--- src/rtl/sgi_pkg.sv ---
`timescale 1ns/1ps
package sgi_pkg;
    parameter int SLOTS  = 3;
    parameter int INSN_W = 16;
    localparam int WIN   = 2 * SLOTS;

    typedef logic [INSN_W-1:0] insn_t;
    typedef insn_t [SLOTS-1:0] slot_vec_t;
    typedef insn_t [WIN-1:0]   win_vec_t;

    typedef struct packed {
        slot_vec_t              insn;
        logic [SLOTS-1:0]       live;
        logic                   stop;
    } bundle_t;
endpackage

--- src/rtl/sgi_bundle_fifo.sv ---
`timescale 1ns/1ps
module sgi_bundle_fifo
    import sgi_pkg::*;
#(
    parameter int DEPTH = 4
) (
    input  logic             clk,
    input  logic             rst,
    input  logic             flush,
    input  logic             push,
    input  bundle_t          push_b,
    output logic             full,
    output logic             head_vld,
    output slot_vec_t        head_insn,
    output logic [SLOTS-1:0] head_live,
    output logic             head_stop,
    output logic             next_vld,
    output slot_vec_t        next_insn,
    output logic [SLOTS-1:0] next_live,
    input  logic [SLOTS-1:0] clr_head,
    input  logic [SLOTS-1:0] clr_next
);
    localparam int PW = (DEPTH > 1) ? $clog2(DEPTH) : 1;
    localparam int CW = $clog2(DEPTH + 1);

    bundle_t         mem [DEPTH];
    logic [PW-1:0]   rd_ptr, wr_ptr, nx_ptr;
    logic [CW-1:0]   count;
    logic            pop;

    function automatic logic [PW-1:0] bump(input logic [PW-1:0] p);
        return (p == PW'(DEPTH - 1)) ? '0 : p + 1'b1;
    endfunction

    assign nx_ptr    = bump(rd_ptr);
    assign full      = (count == CW'(DEPTH));
    assign head_vld  = (count != '0);
    assign next_vld  = (count > CW'(1));
    assign head_insn = mem[rd_ptr].insn;
    assign head_live = mem[rd_ptr].live;
    assign head_stop = mem[rd_ptr].stop;
    assign next_insn = mem[nx_ptr].insn;
    assign next_live = mem[nx_ptr].live;

    // The oldest bundle leaves once its last pending instruction is taken.
    assign pop = head_vld && ((head_live & ~clr_head) == '0);

    always_ff @(posedge clk) begin
        if (rst || flush) begin
            rd_ptr <= '0;
            wr_ptr <= '0;
            count  <= '0;
        end else begin
            if (head_vld) mem[rd_ptr].live <= head_live & ~clr_head;
            if (next_vld) mem[nx_ptr].live <= next_live & ~clr_next;
            if (push) begin
                mem[wr_ptr] <= push_b;
                wr_ptr      <= bump(wr_ptr);
            end
            if (pop) rd_ptr <= nx_ptr;
            count <= count + CW'(push) - CW'(pop);
        end
    end
endmodule

--- src/rtl/sgi_port_picker.sv ---
`timescale 1ns/1ps
module sgi_port_picker
    import sgi_pkg::*;
#(
    parameter int NPORTS = 4
) (
    input  logic [WIN-1:0]          cand,
    input  win_vec_t                cand_insn,
    input  logic [NPORTS-1:0]       iss_ready,
    output logic [NPORTS-1:0]       iss_valid,
    output insn_t [NPORTS-1:0]      iss_insn,
    output logic [WIN-1:0]          take
);
    always_comb begin
        int rank;
        rank      = 0;
        iss_valid = '0;
        iss_insn  = '0;
        take      = '0;
        for (int i = 0; i < WIN; i++) begin
            if (cand[i]) begin
                for (int p = 0; p < NPORTS; p++) begin
                    if (rank == p) begin
                        iss_valid[p] = 1'b1;
                        iss_insn[p]  = cand_insn[i];
                        take[i]      = iss_ready[p];
                    end
                end
                rank = rank + 1;
            end
        end
    end
endmodule

--- src/rtl/stop_group_issuer.sv ---
`timescale 1ns/1ps
module stop_group_issuer
    import sgi_pkg::*;
#(
    parameter int NPORTS = 4,
    parameter int DEPTH  = 4
) (
    input  logic                       clk,
    input  logic                       rst,
    input  logic                       flush,
    input  logic                       in_valid,
    output logic                       in_ready,
    input  logic [SLOTS*INSN_W-1:0]    in_insn,
    input  logic [SLOTS-1:0]           in_live,
    input  logic                       in_stop,
    output logic [NPORTS-1:0]          iss_valid,
    input  logic [NPORTS-1:0]          iss_ready,
    output logic [NPORTS*INSN_W-1:0]   iss_insn
);
    bundle_t          push_b;
    logic             full, push;
    logic             head_vld, next_vld, head_stop;
    slot_vec_t        head_insn, next_insn;
    logic [SLOTS-1:0] head_live, next_live;
    logic [WIN-1:0]   cand, take;
    insn_t [NPORTS-1:0] pick_insn;

    assign in_ready    = !full && !flush;
    assign push        = in_valid && in_ready;
    assign push_b.insn = in_insn;
    assign push_b.live = in_live;
    assign push_b.stop = in_stop;

    sgi_bundle_fifo #(.DEPTH(DEPTH)) fifo_i (
        .clk       (clk),
        .rst       (rst),
        .flush     (flush),
        .push      (push),
        .push_b    (push_b),
        .full      (full),
        .head_vld  (head_vld),
        .head_insn (head_insn),
        .head_live (head_live),
        .head_stop (head_stop),
        .next_vld  (next_vld),
        .next_insn (next_insn),
        .next_live (next_live),
        .clr_head  (take[SLOTS-1:0]),
        .clr_next  (take[WIN-1:SLOTS])
    );

    // Window: the oldest bundle, plus the next one only if no barrier closes the oldest.
    always_comb begin
        cand = '0;
        if (!flush) begin
            cand[SLOTS-1:0] = head_live & {SLOTS{head_vld}};
            cand[WIN-1:SLOTS] = next_live & {SLOTS{next_vld && !head_stop}};
        end
    end

    sgi_port_picker #(.NPORTS(NPORTS)) pick_i (
        .cand      (cand),
        .cand_insn ({next_insn, head_insn}),
        .iss_ready (iss_ready),
        .iss_valid (iss_valid),
        .iss_insn  (pick_insn),
        .take      (take)
    );

    assign iss_insn = pick_insn;
endmodule

--- config.mk ---
export PLATFORM = sky130hd
export DESIGN_NAME = stop_group_issuer
export DESIGN_NICKNAME = d
export VERILOG_FILES = /design/src/rtl/sgi_pkg.sv /design/src/rtl/sgi_bundle_fifo.sv /design/src/rtl/sgi_port_picker.sv /design/src/rtl/stop_group_issuer.sv
export SDC_FILE = /design/constraint.sdc
export NUM_CORES = 1
export LEC_CHECK = 0
export ABC_AREA = 1
export CAP_MARGIN = 15
export CORE_ASPECT_RATIO = 1.25
export CORE_MARGIN = 4
export CORE_UTILIZATION = 40
export CTS_CLUSTER_DIAMETER = 80
export DETAILED_ROUTE_END_ITERATION = 8
export GPL_ROUTABILITY_DRIVEN = 0
export HOLD_SLACK_MARGIN = 0.08
export PLACE_DENSITY = 0.7
export SETUP_SLACK_MARGIN = 0.2
export SYNTH_ARGS = -nofsm -noshare
export SYNTH_HDL_FRONTEND = slang
export SYNTH_SLANG_ARGS = --single-unit
--- constraint.sdc ---
create_clock -name clk -period 5.01 [get_ports clk]
set_clock_uncertainty 0.2 [all_clocks]
set_input_delay 0.7515 -clock clk [delete_from_list [all_inputs] [get_ports clk]]
set_output_delay 0.7515 -clock clk [all_outputs]
set_load 0.05 [all_outputs]
==> Yosys cells after proc, flatten, opt, wreduce, memory -nomap -nowiden <==
Memory sizes are Yosys's and may differ from the RTL's. A register that Yosys moved wholly into a read port is not among the register bits.
Cells that the tools add are included.
W data, S select, Z words.
{ "totals": {"ff_bits": 7, "in_bits": 60, "elab_cells": 149, "latchBits": 0, "mem_bits_rw": 208, "rom_bits": 0, "memories": 1} }
{ "classes": {"magnitude_cmp": 1, "multipliers": 0, "div": 0, "bitwise_logic": 6, "mux": 97, "n_reduce_logical": 15, "n_addsub": 8, "n_eq_ne": 18, "shifts": 0} }
{ "memory_table": {"columns": ["memory", "depth", "width", "read_ports", "rd_clocked_by_memory_dff", "write_ports", "line_no", "source"], "rows": [
  ["fifo_i.mem", 4, 52, 2, 1, 3, "sgi_bundle_fifo.sv:26", "bundle_t mem [DEPTH];"]
]} }
{ "op_table": {"columns": ["op", "n"], "rows": [
  ["$mux W16", 21],
  ["$mux W64", 5],
  ["$eq A32 B3 Y1 const B", 8],
  ["$logic_not A32 Y1", 5],
  ["$eq A32 B2 Y1 const B", 4],
  ["$mux W32", 4],
  ["$add A32 B2 Y32 const B", 3],
  ["$mux W1", 57],
  ["$mux W4", 5],
  ["$and A3 B3 Y3", 4],
  ["$mux W2", 4],
  ["$mux W6", 1],
  ["$not A3 Y3", 2],
  ["$add A2 B1 Y2 const B", 2],
  ["$eq A1 B2 Y1 const B", 2],
  ["$eq A2 B2 Y1 const B", 2],
  ["$logic_and A1 B1 Y1", 4],
  ["$add A3 B1 Y3", 1],
  ["$eq A3 B3 Y1 const B", 1],
  ["$gt A3 B1 Y1 const B", 1],
  ["$logic_not A1 Y1", 3],
  ["$logic_not A3 Y1", 1],
  ["$reduce_bool A3 Y1", 1],
  ["$sub A3 B1 Y3", 1],
  ["3 further kinds", 3]
]} }

==> Longest topological paths before layout <==
An unclocked memory read counts as a cell.
{ "logic_depth": {"depth_word": 22, "ltp_mapped": 31, "mapped_depth_nobuf": 26} }

==> Cells and area by module <==
From an unflattened synthesis, not the netlist that was laid out.
{ "hier_totals": {"hier_cells": 1711, "area_unflattened_um2": 13640.6} }
{ "modules_own_cells": {"columns": ["module", "n_inst", "area_per_inst_um2", "seq_area_each_um2", "cells_each"], "rows": [
  ["sgi_bundle_fifo", 1, 10099.7, 6426.2, 960],
  ["sgi_port_picker", 1, 3460.8, 0.0, 731],
  ["stop_group_issuer", 1, 80.1, 0.0, 20]
]} }

==> Worst setup path after synthesis <==
No wires, ideal clock.
{ "synth_path": {"path_kind": "input to output", "from": "input flush", "to": "output iss_insn[38]", "n_path_buf": 3, "t_arrival_ns": 4.885, "stages": 24, "slack_ns": -0.827, "path_cell_list": "inv_1 -> nand2_1 -> nor2_2 -> clkbuf_1 -> inv_1 -> ha_1 -> clkbuf_1 -> inv_1 -> nand2_1 -> nand2_1 -> inv_1 -> ha_1 -> inv_1 -> ha_1 -> inv_1 -> nand2_1 -> nand2_4 -> nand2_1 -> nor2_1 -> inv_1 -> buf_2 -> o211ai_1 -> o21ai_0 -> o21ai_0"} }
{ "synth_between": {"elab_chain_len": 13, "word_cells_on_any_way": 25, "classes_between": "add/sub (4); eq/ne (5); mux (16)"} }
{ "synth_lines": {"columns": ["item", "line_no", "source"], "rows": [
  ["start, declared", "stop_group_issuer.sv:10", "input logic flush,"],
  ["$mux W6 *", "stop_group_issuer.sv:55", "if (!flush) begin"],
  ["$mux W1", "sgi_port_picker.sv:21", "if (cand[i]) begin"],
  ["$add A1 B1 Y2 / $eq A1 B2 Y1 (equally long branches)", "sgi_port_picker.sv:29, sgi_port_picker.sv:23", null],
  ["$mux W32 / $mux W16 (equally long branches)", "sgi_port_picker.sv:21, sgi_port_picker.sv:23", null],
  ["$add A32 B2 Y32 (tied with other cells)", "sgi_port_picker.sv:29", "rank = rank + 1;"],
  ["$mux W32 / $mux W16 (equally long branches)", "sgi_port_picker.sv:21, sgi_port_picker.sv:23", null],
  ["$add A32 B2 Y32 (tied with other cells)", "sgi_port_picker.sv:29", null],
  ["$mux W32 / $mux W16 (equally long branches)", "sgi_port_picker.sv:21, sgi_port_picker.sv:23", null],
  ["$add A32 B2 Y32 (tied with other cells)", "sgi_port_picker.sv:29", null],
  ["$mux W32 / $mux W16 (equally long branches)", "sgi_port_picker.sv:21, sgi_port_picker.sv:23", null],
  ["$eq A32 B3 Y1 / $mux W64 (equally long branches)", "sgi_port_picker.sv:23, sgi_port_picker.sv:21", null],
  ["$mux W16", "sgi_port_picker.sv:23", "if (rank == p) begin"],
  ["$mux W64 *", "sgi_port_picker.sv:21", null],
  ["end, declared", "stop_group_issuer.sv:18", "output logic [NPORTS*INSN_W-1:0] iss_insn"]
]} }
Mark *: on every way between the ends. The rest lies on a longest branch, timed or not.

==> flow_summary.yaml <==
run_status:
  status: "complete, no violations"
floorplan:
  dieArea_mm2: 0.0376
  start_util: 0.408
  die_height_um: 216
  die_x_um: 174
  ios: 129
  num_rows: 75
  core_mm2: 0.0339
grt:
  grt_max_degree: 82
  grt_pass1_wl_mm: 78.7
  antenna_found_initial: 2
  grt_overflow: 0
  grt_pass1_vias: 13500
  grt_util_all_layers: 0.266
detailed_routing:
  vias_per_cell: 6.07
  drc: 0
  detail-route-antenna-nets: 0
  first_iter_violations: 2225
  wirelength_mm: 55.7
  post_drt_wl_per_cell_um: 23.2
  drt_pass1_iterations: 7
  dr_total_vias: 14600
synth:
  synth_top_area_cell: "edfxtp_1"
  synth-seq-area-share: 0.465
  syn_inst: 1749
  synthArstFlopShare: 0
  synthFlopType: "edfxtp_1"
  syn_area_per_cell_um2: 7.91
  synth-edff-count: 208
  ys_types: 40
  synth_area_leaders: "edfxtp_1, nand2_1, o21ai_0"
  synth_top_area_share: 0.452
  synth_fp_nets: 1837
  ys_ff_latch: 217
  syn-cell-area_mm2: 0.0138
  yosysWarnings: 0
clocking:
  numCtsBuffers: 22
  insertion_delay_ps: 520
  htree_levels: 1
  clkTransAtPathRegs_ps: 70
  tritoncts: "done"
  cts_sinks: 217
  hold_buffers: 0
  cts-root-buf: "clkbuf_16"
  clk_path_buf_depth: 3
worst_setup_path:
  start_kind: "register"
  critPathRequiredTime_ps: 4060
  worstPathArrival_ps: 3930
  cp-end-kind: "output pin"
  crit_path_max_fanout: 27
  worstSetupPathType: "reg2out"
place:
  placed_area_mm2: 0.0168
  port_buffers: 128
  dp_hpwl_mm: 35.2
  dp_slack_ps: -99.1
power_and_ir_drop:
  power_density_mw_per_mm2: 215
  fin_total_pwr_mw: 4.03
  power.leakage_nw: 7.37
  ir_drop_mv: 0.225
cells_and_area:
  drive_above_1_share: 0.230
  layout.nets: 2010
  area_growth_pct: 35.5
  post-route-cell-area_mm2: 0.0187
  n_fill_cell: 2849
sta:
  tightest_slew_ps: 1370
  final-hold-violation-count: 0
  finalSetupViolCount: 0
  fin_crit_ps: 4880
  drv_slew: 0
  finalWorstSetupSlack_ps: 131
  fmax_mhz: 205
  rsz0062_at_grt: "yes"
  maxSlewHeadroom: 0.0881
  finalCritPeriodShare: 0.974
run:
  maxCapViolCount: 0
min_path:
  hold_class: "reg2reg"
-- report_power, final --
| group | switching (mW) | total [mW] | internal [mW] | leakage [nW] |
|---|---|---|---|---|
| sequential | 0.00955 | 2.02 | 2.01 | 1.95 |
| combinational | 0.221 | 0.364 | 0.143 | 5.06 |
| clock | 0.701 | 1.64 | 0.943 | 0.349 |
| total | 0.932 | 4.03 | 3.09 | 7.37 |
-- cell usage after synthesis (all sizes together) (17+ instances only) --
cell type  instances
a21oi             59
ha                27
inv              126
nand4             18
o22ai             71
o21ai            283
nand3             66
buf               30
clkbuf            86
nor2             215
a32oi             17
edfxtp           208
nand2            460
o211ai            24
-- sequential cells by signal, indices dropped and copies added, names as in the netlist, named ones only --
name	cells
fifo_i.rd_ptr	2
fifo_i.count	3
fifo_i.wr_ptr	2
fifo_i.mem	208
-- timing repair --
item / CTS / global route
setup endpoints to repair: 68 / 68
gates cloned: 3 / 10
gates resized for setup: 47 / 168
setup buffers: 10 / 14
hold endpoints to repair: 0 / 0
pin swaps: 16 / 71
-- path summary, 6_finish.rpt --
| path | startpoint | to | slack (ps) | cells after the start |
|---|---|---|---|---|
| setup reg to reg | register | fifo_i.count[2] | 1290 | 18 |
| hold reg to reg | fifo_i.wr_ptr[1] | fifo_i.wr_ptr[1] | 340 | 2 |
| hold / removal | fifo_i.wr_ptr[1] | fifo_i.wr_ptr[1] | 340 | 2 |
| setup / recovery | register | iss_insn[39] | 130 | 24 |
-- routing by layer --
| layer | vias up | track usage | routed length (um) |
|---|---|---|---|
| li1 | 6399 | - | - |
| met1 | 6806 | 0.328 | 19300 |
| met2 | 1116 | 0.438 | 25400 |
| met3 | 245 | 0.0453 | 6760 |
| met4 | 4 | 0.156 | 4060 |
| met5 | - | 0 | 85 |
-- cells by family after synthesis --
group,after synthesis,synth area share
buffers and inverters,242,0.0726
adders and majority gates,28,0.0259
AOI/OAI and AO/OA,492,0.204
DFF,217,0.465
and+or+nand+nor,769,0.233
xor gates and xnor gates,1,0.000633
-- cells in the final DEF, fill, tap and decap left out, types with 12 or more instances in the layout --
cell             netlist  final
nand4_1               18     18
clkdlybuf4s50_1        0     59
nand3_1               59     53
o211ai_1              24     24
buf_6                  5     12
nor2_1               203    197
o21ai_4                0     13
o21ai_1               35     25
inv_1                114     98
o21ai_0              248    220
o21ai_2                0     25
a32oi_1               17     17
ha_1                  27     21
buf_4                 11     98
o22ai_1               71     70
nand2_4                3     27
nand2_2               13     60
clkbuf_16              0     30
edfxtp_1             208    208
a21oi_1               58     58
inv_2                 10     22
buf_12                 0     74
a32o_1                16     16
nand2_1              444    373
-- stage by stage --
| stage | cells | util | setup TNS, ps | hold WS [ps] |
|---|---|---|---|---|
| 2_1_floorplan | 1749 | - | 0 | 290 |
| 3_3_place_gp | 2323 | 0.496 | -193 | 307 |
| 3_5_place_dp | 2323 | 0.496 | -2570 | 329 |
| 4_1_cts | 2376 | 0.525 | 0 | 339 |
| 5_1_grt | 2401 | 0.553 | -104 | 367 |
| 6_report | 2401 | 0.553 | 0 | 336 |
-- area by class of cell --
cell class                 count  area [um^2]  share of cell area
multi-input combinational   1290         7140               0.381
clock buffer                  25          583              0.0311
inverter                     126          518              0.0276
antenna                        1         2.50            0.000134
timing repair buffer         263         3330               0.178
sequential                   217         6440               0.344
tap                          462          578              0.0308
clock inverter                15          133             0.00708
timing repair inverter         2         17.5            0.000935
-- worst max-delay path: stages, from the launching register on --
cell and delay, ps:
dfxtp_4 410, inv_12 90, nand2_1 60, nand3_2 70, nand2_2 80, nor2_4 120, inv_2 70, ha_4 300
nand3_2 90, nand2_2 90, inv_2 50, ha_4 270, nand2_4 50, nand2_4 80, buf_4 100, buf_4 110
ha_1 130, nand2_1 80, nor2_1 120, inv_1 90, buf_12 170, o211ai_1 90, o21ai_1 100, o21ai_2 350
buf_12 190
(Power assumes the default switching activity.)
